===== config.mk =====
export PLATFORM = sky130hd
export DESIGN_NAME = blkz_engine
export DESIGN_NICKNAME = d
export VERILOG_FILES = /design/src/rtl/blkz_pkg.sv /design/src/rtl/blkz_align.sv /design/src/rtl/blkz_word_ctr.sv /design/src/rtl/blkz_fsm.sv /design/src/rtl/blkz_engine.sv
export SDC_FILE = /design/constraint.sdc
export NUM_CORES = 1
export LEC_CHECK = 0
export ABC_AREA = 1
export BUFFER_PORTS_ARGS = -buffer_cell sky130_fd_sc_hd__buf_2
export CAP_MARGIN = 10
export CELL_PAD_IN_SITES_DETAIL_PLACEMENT = 0
export CELL_PAD_IN_SITES_GLOBAL_PLACEMENT = 1
export CORE_MARGIN = 4
export CORE_UTILIZATION = 27
export DETAILED_ROUTE_END_ITERATION = 6
export HOLD_SLACK_MARGIN = 0.12
export PLACE_DENSITY_LB_ADDON = 0.1
export SLEW_MARGIN = 5
export SYNTH_ARGS = -nofsm -noshare
export SYNTH_HDL_FRONTEND = slang
export SYNTH_SLANG_ARGS = --single-unit

===== constraint.sdc =====
create_clock -name clk -period 1.55 [get_ports clk]
set_input_delay 0 -clock clk [delete_from_list [all_inputs] [get_ports clk]]
set_output_delay 0 -clock clk [all_outputs]
set_load 0.02 [all_outputs]

===== src/rtl/blkz_pkg.sv =====
package blkz_pkg;
    typedef enum logic [2:0] {
        ST_IDLE  = 3'd0,
        ST_CHECK = 3'd1,
        ST_WRITE = 3'd2,
        ST_DONE  = 3'd3,
        ST_FAULT = 3'd4
    } blkz_state_t;
endpackage


===== src/rtl/blkz_align.sv =====
module blkz_align #(
    parameter int ADDR_W      = 32,
    parameter int BLOCK_BYTES = 64
) (
    input  logic [ADDR_W-1:0] addr_in,
    output logic [ADDR_W-1:0] base_out
);
    localparam logic [ADDR_W-1:0] OFS_MASK = ADDR_W'(BLOCK_BYTES - 1);

    always_comb begin
        base_out = addr_in & ~OFS_MASK;
    end
endmodule


===== src/rtl/blkz_word_ctr.sv =====
module blkz_word_ctr #(
    parameter int WORDS = 16,
    localparam int CW   = (WORDS > 1) ? $clog2(WORDS) : 1
) (
    input  logic          clk,
    input  logic          rst_n,
    input  logic          clr,
    input  logic          inc,
    output logic [CW-1:0] cnt,
    output logic          last
);
    localparam logic [CW-1:0] LAST_IDX = CW'(WORDS - 1);

    always_ff @(posedge clk or negedge rst_n) begin
        if (!rst_n) begin
            cnt <= '0;
        end else if (clr) begin
            cnt <= '0;
        end else if (inc) begin
            cnt <= cnt + 1'b1;
        end
    end

    always_comb begin
        last = (cnt == LAST_IDX);
    end
endmodule


===== src/rtl/blkz_fsm.sv =====
module blkz_fsm
    import blkz_pkg::*;
(
    input  logic clk,
    input  logic rst_n,
    input  logic start,
    input  logic rsp_valid,
    input  logic rsp_ok,
    input  logic last_word,
    output logic ready,
    output logic accept,
    output logic perm_req,
    output logic wr_en,
    output logic done,
    output logic fault
);
    blkz_state_t state_q, state_d;

    always_ff @(posedge clk or negedge rst_n) begin
        if (!rst_n) begin
            state_q <= ST_IDLE;
        end else begin
            state_q <= state_d;
        end
    end

    always_comb begin
        state_d = state_q;
        unique case (state_q)
            ST_IDLE:  if (start) state_d = ST_CHECK;
            ST_CHECK: if (rsp_valid) state_d = rsp_ok ? ST_WRITE : ST_FAULT;
            ST_WRITE: if (last_word) state_d = ST_DONE;
            ST_DONE:  state_d = ST_IDLE;
            ST_FAULT: state_d = ST_IDLE;
            default:  state_d = ST_IDLE;
        endcase
    end

    always_comb begin
        ready    = 1'b0;
        perm_req = 1'b0;
        wr_en    = 1'b0;
        done     = 1'b0;
        fault    = 1'b0;
        unique case (state_q)
            ST_IDLE:  ready = 1'b1;
            ST_CHECK: perm_req = 1'b1;
            ST_WRITE: wr_en = 1'b1;
            ST_DONE:  done = 1'b1;
            ST_FAULT: begin
                done  = 1'b1;
                fault = 1'b1;
            end
            default: ;
        endcase
        accept = ready & start;
    end


    perm_hold_chk: assert property (@(posedge clk) disable iff (!rst_n)
        perm_req && !rsp_valid |=> perm_req);


    write_after_grant_chk: assert property (@(posedge clk) disable iff (!rst_n)
        wr_en && !$past(wr_en) |-> $past(rsp_valid && rsp_ok));


    done_pulse_chk: assert property (@(posedge clk) disable iff (!rst_n)
        done |=> !done);


    fault_cause_chk: assert property (@(posedge clk) disable iff (!rst_n)
        fault |-> done && $past(rsp_valid && !rsp_ok));


    start_only_idle_chk: assert property (@(posedge clk) disable iff (!rst_n)
        perm_req && !$past(perm_req) |-> $past(start && ready));
endmodule


===== src/rtl/blkz_engine.sv =====
module blkz_engine #(
    parameter int ADDR_W      = 32,
    parameter int BLOCK_BYTES = 64,
    parameter int WORD_BYTES  = 4,
    localparam int DATA_W     = 8 * WORD_BYTES,
    localparam int SIZE_W     = $clog2(BLOCK_BYTES) + 1
) (
    input  logic                  clk,
    input  logic                  rst_n,
    input  logic                  req_valid,
    input  logic [ADDR_W-1:0]     req_addr,
    output logic                  req_ready,
    output logic                  done,
    output logic                  fault,
    output logic                  perm_req,
    output logic [ADDR_W-1:0]     perm_addr,
    output logic [SIZE_W-1:0]     perm_size,
    input  logic                  perm_rsp_valid,
    input  logic                  perm_rsp_ok,
    output logic                  wr_en,
    output logic [ADDR_W-1:0]     wr_addr,
    output logic [DATA_W-1:0]     wr_data,
    output logic [WORD_BYTES-1:0] wr_be
);
    localparam int WORDS   = BLOCK_BYTES / WORD_BYTES;
    localparam int CW      = (WORDS > 1) ? $clog2(WORDS) : 1;
    localparam int WB_SH   = $clog2(WORD_BYTES);
    localparam int OFS_W   = $clog2(BLOCK_BYTES);

    logic [ADDR_W-1:0] aligned;
    logic [ADDR_W-1:0] base_q;
    logic [CW-1:0]     word_idx;
    logic              last_word;
    logic              accept;

    blkz_align #(.ADDR_W(ADDR_W), .BLOCK_BYTES(BLOCK_BYTES)) u_align (
        .addr_in  (req_addr),
        .base_out (aligned)
    );

    always_ff @(posedge clk or negedge rst_n) begin
        if (!rst_n) begin
            base_q <= '0;
        end else if (accept) begin
            base_q <= aligned;
        end
    end

    blkz_word_ctr #(.WORDS(WORDS)) u_ctr (
        .clk   (clk),
        .rst_n (rst_n),
        .clr   (accept),
        .inc   (wr_en),
        .cnt   (word_idx),
        .last  (last_word)
    );

    blkz_fsm u_fsm (
        .clk       (clk),
        .rst_n     (rst_n),
        .start     (req_valid),
        .rsp_valid (perm_rsp_valid),
        .rsp_ok    (perm_rsp_ok),
        .last_word (last_word),
        .ready     (req_ready),
        .accept    (accept),
        .perm_req  (perm_req),
        .wr_en     (wr_en),
        .done      (done),
        .fault     (fault)
    );

    always_comb begin
        perm_addr = base_q;
        perm_size = SIZE_W'(BLOCK_BYTES);
        wr_addr   = base_q + (ADDR_W'(word_idx) << WB_SH);
        wr_data   = '0;
        wr_be     = wr_en ? '1 : '0;
    end


    perm_aligned_chk: assert property (@(posedge clk) disable iff (!rst_n)
        perm_req |-> perm_addr[OFS_W-1:0] == '0);


    addr_step_chk: assert property (@(posedge clk) disable iff (!rst_n)
        wr_en && $past(wr_en) |-> wr_addr == $past(wr_addr) + ADDR_W'(WORD_BYTES));


    write_in_block_chk: assert property (@(posedge clk) disable iff (!rst_n)
        wr_en |-> (wr_addr & ~ADDR_W'(BLOCK_BYTES - 1)) == perm_addr);
endmodule


Word-level counts from Yosys, hierarchy flattened
Index checks and enable logic that the tools add are counted.
{"block": "word_totals", "register_bits": 33, "inputBits": 37, "out_inout_bits": 112, "word_cells": 31}
{"block": "op_classes", "add_sub_neg": 2, "eq_ne": 8, "n_mux": 13, "bitwise": 1, "reduce_logical": 4}
{"cell": "32-bit by 6-bit adder with 32-bit output", "n": 1}
{"cell": "3-bit two-way mux", "n": 4}
{"cell": "4-bit two-way mux", "n": 3}
{"cell": "3-bit case mux with 3 select lines", "n": 1}
{"cell": "3-bit by 2-bit == test with 1-bit output (second input constant)", "n": 2}
{"cell": "2-bit != test (second input constant)", "n": 3}
{"cell": "1-bit two-way mux", "n": 5}
{"cell": "4-bit by 1-bit adder with 4-bit output (second input constant)", "n": 1}
{"cell": "4-bit == test (second input constant)", "n": 1}
{"cell": "3-bit by 1-bit == test with 1-bit output (second input constant)", "n": 1}
{"cell": "3-bit == test (second input constant)", "n": 1}
{"cell": "3-bit zero test", "n": 1}
{"cell": "3-bit AND reduction", "n": 1}
{"cell": "2-bit nonzero test", "n": 1}
{"cell": "2-bit OR reduction", "n": 1}
{"cell": "1-bit AND", "n": 1}

Logic depth before layout (Yosys ltp)
{"block": "logic_depth", "word_depth": 4, "depth_mapped": 7, "ltp_nobuf": 6}

Hierarchy
A second synthesis with hierarchy kept.
{"block": "hier_totals", "cells_unflattened": 444, "hier_area_um2": 3156.8}
{"mod": "blkz_engine", "instances": 1, "cells_per_inst": 355, "area_each_um2": 2501.1, "seq_area_each_um2": 800.8}
{"mod": "blkz_align", "instances": 1, "cells_per_inst": 33, "area_each_um2": 244.0, "seq_area_each_um2": 0.0}
{"mod": "blkz_word_ctr", "instances": 1, "cells_per_inst": 26, "area_each_um2": 211.5, "seq_area_each_um2": 100.1}
{"mod": "blkz_fsm", "instances": 1, "cells_per_inst": 30, "area_each_um2": 200.2, "seq_area_each_um2": 75.1}

Worst setup path before layout
No wires, ideal clock.
{"block": "synth_timing", "kind": "register to register", "startpoint": "register u_fsm.state_q[1]", "endpoint": "register u_fsm.state_q[2]", "setup_time_ps": 72, "arrival_ps": 1250, "required_time_ps": 1478, "setup_slack_ps": 228, "stages_incl_launch_ff": 5, "path_buffers": 1, "synth_period_minus_slack_ps": 1322, "path_cell_list": "dfrtp_1 buf_2 nor3_1 nand2_1 nor2_1"}
{"block": "synth_between", "elab_chain_cells": 3, "elab_cells_between_ends": 8, "cone_classes": "eq/ne: 5; mux: 1; reduce/logical: 2"}
{"element": "start: declaration", "line": "blkz_fsm.sv:17", "text": "blkz_state_t state_q, state_d;"}
{"element": "start signal: assignment", "line": "blkz_fsm.sv:23", "text": "state_q <= state_d;"}
{"element": "3-bit by 2-bit == test with 1-bit output (tied with other cells)", "line": "blkz_fsm.sv:29", "text": "unique case (state_q)"}
{"element": "2-bit != test (no source line)"}
{"element": "3-bit AND reduction (no source line)"}
Several ways; a longest one is shown, not always the timed one.
A chain may end at the register's enable or synchronous reset.

Worst setup path after layout
{"block": "layout_timing", "startpoint": "register u_fsm.state_q[0]", "endpoint": "output wr_be[3]"}
{"block": "layout_between", "elab_chain_cells": 3}
{"element": "3-bit by 2-bit == test with 1-bit output", "line": "blkz_fsm.sv:45", "text": "unique case (state_q)"}
{"element": "1-bit two-way mux", "line": "blkz_fsm.sv:45"}
{"element": "4-bit two-way mux", "line": "blkz_engine.sv:78", "text": "wr_be = wr_en ? '1 : '0;"}
{"element": "end: declaration", "line": "blkz_engine.sv:23", "text": "output logic [WORD_BYTES-1:0] wr_be"}
No other way between the ends.

==> impl_metrics.csv <==
group,metric,value,unit
placement,hpwl,3480,um
pwr,ir_drop,0.564,mV
setup_path,path_buf_inv,2,
detailed_routing,via_per_inst,3.67,
yosys,seq_area_frac_synth,41.6,%
timing,fmax,0.724,GHz
die,die_area,0.00879,mm2
setup_path,critPathMaxFanout,8,
pwr,sequentialPowerShare,29.3,%
yosys,yosys.cell_types.count,21,
die,die_w,93.7,um
layout,utilization,37.0,%
timing,hold_ws,0.191,ns
run_status,status,"finished, final reports clean",
grt,grt_pass1_vias,1490,
layout,area_delta_synth_final,30.3,%
placement,place_congestion,0.764,
detailed_routing,first_pass_iters,4,
yosys,synth_seq_cells,33,
layout,layout.cells.non_filler,440,
layout,multi_input_area,678,um2
timing,post-route-min-period,1.38,ns
die,core_area,0.00698,mm2
pwr,p_int,2720,uW
clock_network,clock_latency,0.28,ns
layout,fin_nets,381,
detailed_routing,drc,0,
detailed_routing,wl_per_cell,11.0,um
pwr,p_switching,2620,uW
layout,design_area,0.00258,mm2
timing,setup_tns,0,ns
layout,fillers,786,
timing,setup_viol,0,
layout,regArea,826,um2
setup_path,path_delay_family,"flip-flops",
clock_network,clk_path_buf_depth,2,
yosys,synth.avg_cell_area,8.13,um2
grt,grt_usage,10.5,%
min_path,hp-class,"input pin to register",
setup_path,path_class,"register to output pin",
grt,antenna_found_initial,0,
timing,skew,0.00509,ns
setup_path,start_kind,"register",
setup_path,path_cells,"nor2_1 -> nand2_1 -> inv_1 -> buf_2",
setup_path,critPathCaptureType,"output pin",
detailed_routing,drt_wl_total,4830,um
detailed_routing,drtAntennaViolNets,0,
yosys,synth_cells,244,
setup_path,cp.arrival,1.38,ns
pwr,swShare,49.0,%
placement,postPlaceCellArea,0.00218,mm2
clock_network,clock_sinks,33,
placement,placed_cells,403,
pwr,power_density,2070,mW/mm2
placement,port-buffer-count,95,
clock_network,cts_setup_buffers,0,
clock_network,h-tree-depth,2,
yosys,synth_area,0.00198,mm2
timing,rsz0062_at_grt,"no",
clock_network,cts_root_buf,"clkbuf_8",
setup_path,max_stage_delay,0.43,ns
run,drv_cap,0,
timing,timing.final.crit_share,89.1,%
clock_network,cts.repair.resized,0,
detailed_routing,drt-initial-drc-count,18,
die,dieHeight,93.7,um
grt,grt_overflow,0,
pwr,p_clk_share,15.6,%
pwr,power_leakage,0.00155,uW
detailed_routing,vias,1615,
grt,grt_pass1_wl,7250,um
die,initial_core_util,28.4,%
clock_network,cts_made_buffers,5,
clock_network,path_clk_slew,0.07,ns
timing,drv_slew,0,
clock_network,hold_buffers,29,
pwr,power_frac_comb,55.1,%
die,io_pins,149,
die,rows,30,
layout,drive_above_1_share,32.8,%
layout,n_antenna_cell,0,
timing,finalHoldViolCount,0,
grt,grt_max_degree,34,
clock_network,cts_tree,"done",
yosys,ys_warn_count,0,
setup_path,cp_slowest_cell,"dfrtp_1",
setup_path,required,1.55,ns
==> Yosys cell counts <==
library cell  number  area share, %
inv_2              2           0.38
nor3_1             1           0.25
nor3_4             1           0.82
buf_2              1           0.25
nand3b_1           1           0.38
nand2_1           93             18
xor2_1             1           0.44
or2_2              1           0.32
inv_4              1           0.32
a21oi_1            1           0.25
nand4_1            1           0.32
dfrtp_1           33             42
o21ai_0            1           0.25
inv_1              4           0.76
nand3_1            8            2.0
buf_4             79             30
buf_6              2            1.1
conb_1             2           0.38
nor2_1             9            1.7
ha_1               1           0.63
nand2_2            1           0.32
==> worst paths after layout <==
check / endpoint / from / slack (ns) / depth (start not counted)
max: wr_be[3] / u_fsm.state_q[0] / 0.17 / 4
min: u_fsm.state_q[1] / req_valid / 0.19 / 5
max reg2reg: u_ctr.cnt[2] / u_fsm.state_q[0] / 0.20 / 7
min reg2reg: perm_addr[30] / perm_addr[30] / 0.49 / 2
max in group asynchronous: perm_addr[15] / rst_n / 0.95 / 3
min in group asynchronous: perm_addr[21] / rst_n / 0.28 / 3
==> stage by stage <==
step                      setup slack [ns]  total power [uW]
after detailed placement             0.195              4530
after global placement               0.198              4520
after floorplan                      0.228              4040
after global routing             0.0000252              5790
final                                0.169              5340
after CTS                            0.132              5460
==> layout make-up <==
class	count	area share [%]
Clock inverter	1	1.16
Sequential cell	33	31.9
Timing Repair Buffer	129	31.6
Clock buffer	7	3.34
Tap cell	96	4.65
Multi-Input combinational cell	167	26.2
Inverter	7	1.11
==> power groups by stage <==
| stage | clock network (uW) | logic (uW) | registers, uW |
|---|---|---|---|
| after floorplan | 0 | 2070 | 1970 |
| after global placement | 0 | 2950 | 1570 |
| after detailed placement | 0 | 2940 | 1590 |
| after CTS | 884 | 3000 | 1570 |
| after global routing | 919 | 3240 | 1630 |
| final | 834 | 2940 | 1570 |
==> tightest hold or removal path: stages <==
cell and delay (ns):
buf_2 0.08, inv_1 0.06, nand3_1 0.14, nand4_1 0.10, nand2_1 0.06
==> logic make-up after synthesis <==
family,Yosys count,synth area share (%)
flops,33,41.6
other cells,2,0.378
fa+ha+maj,1,0.630
simple gates,116,23.7
buf+inv,89,32.7
xor+xnor,1,0.441
compound gates,2,0.504
==> cells in the final DEF, fill, tap and decap left out, drive strengths merged <==
| cell type | n |
|---|---|
| dlygate4sd3 | 29 |
| nand4 | 1 |
| nand3b | 1 |
| nor3 | 2 |
| bufinv | 1 |
| conb | 47 |
| nand2 | 94 |
| ha | 1 |
| a21oi | 1 |
| buf | 100 |
| dfrtp | 33 |
| clkbuf | 7 |
| o21ai | 1 |
| nand3 | 8 |
| nor2 | 9 |
| or2 | 1 |
| xor2 | 1 |
| inv | 7 |
==> state kept, by name (all words and copies together) (netlist names) <==
name,flops
perm_addr,26
u_ctr.cnt,4
u_fsm.state_q,3
==> per-layer routing <==
layer  part of all wire [%]  up-vias  wire length (um)  GRT usage (%)
li1                       -      812                 -              -
met1                     45      712              2190           13.6
met2                     45       86              2150           17.0
met3                    9.1        5               438           2.56
met4                   0.81        0                39           3.61
met5                      0        -                 0              0
(Power assumes the default switching activity.)
